### config.mk
export PLATFORM = sky130hd
export DESIGN_NAME = nmi_channel
export DESIGN_NICKNAME = d
export VERILOG_FILES = /design/src/rtl/nmi_pkg.sv /design/src/rtl/nmi_pin_sync.sv /design/src/rtl/nmi_trigger_detect.sv /design/src/rtl/nmi_pend_latch.sv /design/src/rtl/nmi_channel.sv
export SDC_FILE = /design/constraint.sdc
export NUM_CORES = 1
export LEC_CHECK = 0
export BUFFER_PORTS_ARGS = -buffer_cell sky130_fd_sc_hd__buf_4
export CORE_AREA = 2 2 39 41
export DETAILED_ROUTE_END_ITERATION = 12
export DIE_AREA = 0 0 41 43
export GPL_TIMING_DRIVEN = 0
export PLACE_DENSITY = 0.37
export RECOVER_POWER = 100
export SETUP_SLACK_MARGIN = 0.02
export SYNTH_ARGS = -nofsm -noshare
export SYNTH_HDL_FRONTEND = slang
export SYNTH_SLANG_ARGS = --single-unit
export TNS_END_PERCENT = 10
### constraint.sdc
create_clock -name clk -period 3 [get_ports clk]
set_clock_uncertainty 0.2 [all_clocks]
set_input_delay 0.9 -clock clk [delete_from_list [all_inputs] [get_ports clk]]
set_output_delay 0.9 -clock clk [all_outputs]
set_load 0.1 [all_outputs]
### src/rtl/nmi_pkg.sv
package nmi_pkg;

    typedef enum logic [1:0] {
        TRIG_LVL_LO    = 2'd0,
        TRIG_EDGE_FALL = 2'd1,
        TRIG_LVL_HI    = 2'd2,
        TRIG_EDGE_RISE = 2'd3
    } trig_mode_e;

    // request into the pending latch
    typedef struct packed {
        logic set;
        logic clr;
    } latch_req_s;

    // odd codes are edges, even codes are levels
    function automatic logic mode_is_level(trig_mode_e m);
        return ~m[0];
    endfunction

    // upper bit selects the active pin value (high level / rising edge)
    function automatic logic mode_active_val(trig_mode_e m);
        return m[1];
    endfunction

endpackage

### src/rtl/nmi_pin_sync.sv
module nmi_pin_sync #(
    parameter int   STAGES  = 2,
    parameter logic PIN_RST = 1'b1
) (
    input  logic clk,
    input  logic rst,
    input  logic pin_i,
    output logic pin_o
);
    localparam int LAST = STAGES - 1;

    logic [LAST:0] chain_q;

    always_ff @(posedge clk) begin
        if (rst) chain_q[0] <= PIN_RST;
        else     chain_q[0] <= pin_i;
    end

    for (genvar g = 1; g < STAGES; g++) begin : g_stage
        always_ff @(posedge clk) begin
            if (rst) chain_q[g] <= PIN_RST;
            else     chain_q[g] <= chain_q[g-1];
        end
    end

    assign pin_o = chain_q[LAST];

endmodule

### src/rtl/nmi_trigger_detect.sv
module nmi_trigger_detect
    import nmi_pkg::*;
#(
    parameter logic PIN_RST = 1'b1
) (
    input  logic       clk,
    input  logic       rst,
    input  logic       samp_i,
    input  trig_mode_e mode_i,
    output logic       event_o
);
    logic       prev_q;
    trig_mode_e mode_q;
    logic       active_v;
    logic       level_hit;
    logic       edge_hit;
    logic       mode_stable;

    always_ff @(posedge clk) begin
        if (rst) begin
            prev_q <= PIN_RST;
            mode_q <= TRIG_LVL_LO;
        end else begin
            prev_q <= samp_i;
            mode_q <= mode_i;
        end
    end

    always_comb begin
        active_v    = mode_active_val(mode_i);
        mode_stable = (mode_i == mode_q);
        level_hit   = (samp_i == active_v);
        edge_hit    = mode_stable && (prev_q != samp_i) && (samp_i == active_v);
        event_o     = mode_is_level(mode_i) ? level_hit : edge_hit;
    end

    // a mode change never yields an edge event in that cycle
    p_no_false_edge_r11: assert property (@(posedge clk) disable iff (rst)
        (!$past(rst) && (mode_i != $past(mode_i)) && !mode_is_level(mode_i)) |-> !event_o);

    // rising sample under a steady rising mode is an event
    p_rise_detect_r5: assert property (@(posedge clk) disable iff (rst)
        (!$past(rst) && mode_i == TRIG_EDGE_RISE && $past(mode_i) == TRIG_EDGE_RISE
         && $rose(samp_i)) |-> event_o);

    // falling sample under a steady falling mode is an event
    p_fall_detect_r3: assert property (@(posedge clk) disable iff (rst)
        (!$past(rst) && mode_i == TRIG_EDGE_FALL && $past(mode_i) == TRIG_EDGE_FALL
         && $fell(samp_i)) |-> event_o);

endmodule

### src/rtl/nmi_pend_latch.sv
module nmi_pend_latch
    import nmi_pkg::*;
(
    input  logic       clk,
    input  logic       rst,
    input  latch_req_s req_i,
    output logic       pend_o
);
    logic pend_q;

    always_ff @(posedge clk) begin
        if (rst)              pend_q <= 1'b0;
        else if (req_i.set)   pend_q <= 1'b1;
        else if (req_i.clr)   pend_q <= 1'b0;
    end

    assign pend_o = pend_q;

    // set beats a simultaneous clear
    p_set_wins_r10: assert property (@(posedge clk) disable iff (rst)
        req_i.set |=> pend_o);

    // clear without set empties the latch
    p_clear_r7: assert property (@(posedge clk) disable iff (rst)
        (req_i.clr && !req_i.set) |=> !pend_o);

    // held without a clear
    p_sticky_r6: assert property (@(posedge clk) disable iff (rst)
        (pend_o && !req_i.clr) |=> pend_o);

    // no spontaneous set
    p_no_spurious_r1: assert property (@(posedge clk) disable iff (rst)
        (!pend_o && !req_i.set) |=> !pend_o);

endmodule

### src/rtl/nmi_channel.sv
module nmi_channel
    import nmi_pkg::*;
#(
    parameter int   SYNC_STAGES = 2,
    parameter logic PIN_RESET   = 1'b1
) (
    input  logic       clk,
    input  logic       rst,
    input  logic       nmi_pin_i,
    input  logic [1:0] trig_type_i,
    input  logic       pend_clr_i,
    input  logic       irq_en_i,
    output logic       pending_o,
    output logic       irq_o
);
    trig_mode_e mode;
    logic       pin_s;
    logic       evt;
    latch_req_s req;

    assign mode = trig_mode_e'(trig_type_i);

    nmi_pin_sync #(.STAGES(SYNC_STAGES), .PIN_RST(PIN_RESET)) u_sync (
        .clk   (clk),
        .rst   (rst),
        .pin_i (nmi_pin_i),
        .pin_o (pin_s)
    );

    nmi_trigger_detect #(.PIN_RST(PIN_RESET)) u_detect (
        .clk     (clk),
        .rst     (rst),
        .samp_i  (pin_s),
        .mode_i  (mode),
        .event_o (evt)
    );

    assign req.set = evt;
    assign req.clr = pend_clr_i;

    nmi_pend_latch u_latch (
        .clk    (clk),
        .rst    (rst),
        .req_i  (req),
        .pend_o (pending_o)
    );

    assign irq_o = pending_o & irq_en_i;

    // high level in level-high mode is pending next cycle
    p_level_hi_r4: assert property (@(posedge clk) disable iff (rst)
        (mode == TRIG_LVL_HI && pin_s) |=> pending_o);

    // low level in level-low mode is pending next cycle, clear or not
    p_level_lo_r2: assert property (@(posedge clk) disable iff (rst)
        (mode == TRIG_LVL_LO && !pin_s) |=> pending_o);

endmodule

## Word-level counts from Yosys, hierarchy flattened

Index checks and enable logic that the tools add are counted.

- Output and inout port bits: 2
- Register bits after elaboration: 6
- Word-level logic and storage cells: 15

- Eq/ne operators: 3
- Reductions and logical operators: 3
- Multiplexer cells: 3
- Bitwise logic cells: 1

Operators with widths:

| kind | count |
|---|---|
| 1-bit 2-to-1 mux | 3 |
| 2-bit equality test | 1 |
| 1-bit logical AND | 2 |
| 2-bit nonzero test | 1 |
| 1-bit AND | 1 |
| 1-bit equality test | 1 |
| 1-bit inequality test | 1 |

## Logic depth before layout (Yosys ltp)

- Depth in word-level cells: 5
- Gate-level depth with buffers: 3
- Gate-level depth less buffers: 3

## Hierarchy

A second synthesis with hierarchy kept.

- Cell total of the unflattened synthesis: 20
- Area total of the unflattened synthesis: 216.5 µm²

By module, submodules not included:

| module | cells an instance | area each (µm²) | instances |
|---|---|---|---|
| nmi_trigger_detect | 11 | 118.9 | 1 |
| nmi_pin_sync | 4 | 52.6 | 1 |
| nmi_pend_latch | 4 | 38.8 | 1 |
| nmi_channel | 1 | 6.3 | 1 |

## Least setup slack after synthesis

OpenSTA, ideal clock, no wires.

- Path kind: register to output
- Start: reg u_latch.pend_q (netlist: u_latch.pend_o)
- End: out irq_o
- Buffers on the path: 0
- Stages on the path, launching flop included: 2
- Slack: 94 ps
- Data arrival time: 1,806 ps
- Required time: 1,900 ps
- Cells stage by stage: dfxtp_1 and2_1

- Word-level cells in the longest chain between the ends: 1

Ends and longest elaborated chain:

| what | RTL line | RTL |
|---|---|---|
| start: declaration | nmi_pend_latch.sv:9 | `logic pend_q;` |
| start signal: assignment | nmi_pend_latch.sv:12 | `if (rst) pend_q <= 1'b0;` |
| start signal: assignment | nmi_pend_latch.sv:13 | `else if (req_i.set) pend_q <= 1'b1;` |
| start signal: assignment | nmi_pend_latch.sv:14 | `else if (req_i.clr) pend_q <= 1'b0;` |
| 1-bit AND | nmi_channel.sv:48 | `assign irq_o = pending_o & irq_en_i;` |
| end: declaration | nmi_channel.sv:14 | `output logic irq_o` |

No other way between the ends.

## Worst setup path in the final report

- Start: in irq_en_i
- End: out irq_o

- Word-level cells in the longest chain between the ends: 1

Ends and longest elaborated chain:

| what | RTL line | RTL |
|---|---|---|
| start: declaration | nmi_channel.sv:12 | `input logic irq_en_i,` |
| 1-bit AND | nmi_channel.sv:48 |  |

No other way between the ends.

==> results.tsv <==
stage	metric	value	unit
power	p_leak	0.1208	nW
critical_path	rr_worst_depth	3	
critical_path	cp.depth	3	
critical_path	cp-end-kind	output pin	
power	ir_drop	0.2750	mV
synth	yosysWarnings	0	
die	core	0.001384	mm^2
synth	synth_area	220.2	um^2
die	rows	14	
min_path	worstHoldStart	u_sync.chain_q[0]	
synth	syn_inst	18	
critical_path	slowest_stage	clkbuf_2	
clocking	htreeDepth	1	
detailed_routing	first_pass_iters	1	
layout	num-fill-cells	161	
detailed_routing	routed_wl	378	um
clocking	postCtsSetupBuffers	0	
critical_path	regToRegStartpoint	u_sync.pin_o	
sta	tns	0	ns
critical_path	crit_required	1.90	ns
synth	synth-seq-cells	6	
critical_path	cp.arrival	1.53	ns
die	start_util	15.91	%
critical_path	crit_path_max_fanout	1	
critical_path	crit_start	irq_en_i	
grt	grt_first_pass_wirelength	662	um
place	portBuffers	8	
critical_path	endpoint	irq_o	
clocking	cts_buffer_depth	2	
job	drv_cap	0	
detailed_routing	vias	178	
sta	finalMaxSlewViolations	0	
clocking	cts_tree	yes	
die	io_pins	9	
clocking	clk_pin_slew	0.04	ns
sta	fin_crit	2.628	ns
grt	grt_max_degree	8	
clocking	postCtsResizedCells	0	
synth	yosysMostFrequentCell	dfxtp_1	
power	power_density	590.2	mW/mm^2
grt	grt_util_all_layers	6.338	%
sta	rsz0062_at_grt	false	
sta	relSlewSlack	22.77	%
clocking	clk_latency	0.24	ns
critical_path	criticalPathCategory	input port to output pin	
critical_path	cp_num_buf_inv	2	
synth	syn-num-nets	25	
sta	report.final.setup_viol	0	
power	p_seq_share	47.1	%
synth	synth_area_per_cell	12.23	um^2
die	dieArea	0.001763	mm^2
grt	grt_pass1_vias	184	
critical_path	reg2reg_slack	1.83	ns
die	chipWidth	41	um
sta	hold_viol_final	0	
detailed_routing	drtIter0Drc	0	
synth	synth_edf_count	0	
detailed_routing	drc	0	
layout	drive_gt1_share	41.38	%
grt	antenna_found_initial	0	
power	clock_power_share	39.1	%
power	switching_share	24.38	%
clocking	postCtsHoldBufs	0	
synth	synth_top_area_share	54.55	%
sta	fin_ws	0.3724	ns
detailed_routing	wire_per_inst	8.400	um
sta	fin_crit_sh	87.59	%
power	power_frac_comb	13.7	%
sta	fmax	380.6	MHz
place	pre_cts_ws	0.5258	ns
synth	synthFlopType	dfxtp_1	
synth	async_reset_ff_share	0	%
layout	finish.net_count	38	
power	p_sw	0.00004448	W
sta	tightest_slew	1.163	ns
synth	synth_top_area_cell	dfxtp_1	
critical_path	cpPeakStageDelay	0.44	ns
min_path	hold_class	flip-flop to flip-flop	
critical_path	crit_chain	buf_4 -> and2_1 -> clkbuf_2	
clocking	cts_root_buffer	clkbuf_4	
grt	grt.overflow.total	0	
outcome	status	finished, final reports clean	
synth	yosysSeqAreaShare	54.55	%
layout	synthToLayoutAreaGrowth	40.34	%
critical_path	startpoint_type	input port	
clocking	cts_buffers	3	
clocking	cts.sinks	6	
synth	ys_types	12	
place	gp_congestion	0.5744	
die	die_height	43	um
detailed_routing	ant_nets	0	
layout	n_antenna_cell	0	
critical_path	critPathTopFamily	buffers and inverters	
synth	synth_commonest_cells	dfxtp_1, or2_2	
power	internal-power	0.0001379	W
critical_path	regToRegEndpoint	u_latch.pend_o	
detailed_routing	viasPerCell	3.956	
synth	synth.area.top_cells	dfxtp_1, nor4b_2, or2_2	
==> routing by layer <==
layer | vias up | GRT usage [%] | share of wire [%]
met3 | 0 | 6.283 | 13
met1 | 82 | 5.178 | 42
met4 | 0 | 4.000 | 0
met5 | - | 0 | 0
met2 | 8 | 9.063 | 44
li1 | 88 | - | -
==> flip-flops by register name, indices dropped and copies added, names as in the netlist <==
signal	count
u_detect.mode_q	2
u_sync.pin_o	1
u_latch.pend_o	1
u_detect.prev_q	1
u_sync.chain_q	1
==> layout make-up <==
class	instances	area, um^2	share of cell area [%]
clock buffer	3	22.52	7.287
tap	16	20.02	6.478
sequential	6	120.1	38.87
timing repair buffer	8	46.29	14.98
multi-input combinational	12	100.1	32.39
==> how the worst min path moves through the flow <==
stage                              end  slack, ns  cells after the start
after global placement    u_sync.pin_o       0.20                      1
after CTS                 u_sync.pin_o       0.21                      1
after global routing      u_sync.pin_o       0.23                      1
after floorplan           u_sync.pin_o       0.19                      1
final                     u_sync.pin_o       0.21                      1
after detailed placement  u_sync.pin_o       0.20                      1
==> metrics by stage <==
| stage | util, % | hold slack (ns) | total power [W] | instance area, um^2 | cells |
|---|---|---|---|---|---|
| 3_5_place_dp | 21.70 | 0.2013 | 0.0001154 | 300.3 | 42 |
| 2_1_floorplan | - | 0.1925 | 0.0001044 | 220.2 | 18 |
| 5_1_grt | 22.33 | 0.2254 | 0.0001953 | 309.0 | 45 |
| 3_3_place_gp | 21.70 | 0.2004 | 0.0001153 | 300.3 | 42 |
| 4_1_cts | 23.33 | 0.2115 | 0.0001918 | 322.8 | 45 |
| 6_report | 22.33 | 0.2069 | 0.0001824 | 309.0 | 45 |
==> power groups by stage <==
stage	Clock (W)	Sequential (W)	Combinational, W
global placement	0	0.0000875	0.0000278
finish	0.0000714	0.0000860	0.0000250
CTS	0.0000776	0.0000860	0.0000281
global route	0.0000818	0.0000866	0.0000268
floorplan	0	0.0000943	0.0000101
detailed placement	0	0.0000875	0.0000278
==> cell families (layout without fill, tap and decap cells) <==
group                     after synthesis  after routing  synth area share [%]
and+or+nand+nor                         9              9                 34.09
DFF                                     6              6                 54.55
buffers and inverters                   0             11                     0
xor gates and xnor gates                1              1                 3.978
AOI/OAI and AO/OA                       2              2                 7.388
==> placed cells by master (no fill, tap or decap) <==
| cell type | instances |
|---|---|
| nor4b_2 | 1 |
| or2_2 | 2 |
| clkbuf_1 | 3 |
| dfxtp_1 | 6 |
| buf_4 | 4 |
| or2_1 | 1 |
| o211ai_1 | 1 |
| o311ai_0 | 1 |
| xor2_1 | 1 |
| and2_1 | 1 |
| clkbuf_4 | 3 |
| or3b_1 | 1 |
| nor2b_1 | 1 |
| and4b_1 | 1 |
| and2b_4 | 1 |
| clkbuf_2 | 1 |
No activity file was read; power rests on OpenSTA's default activity.
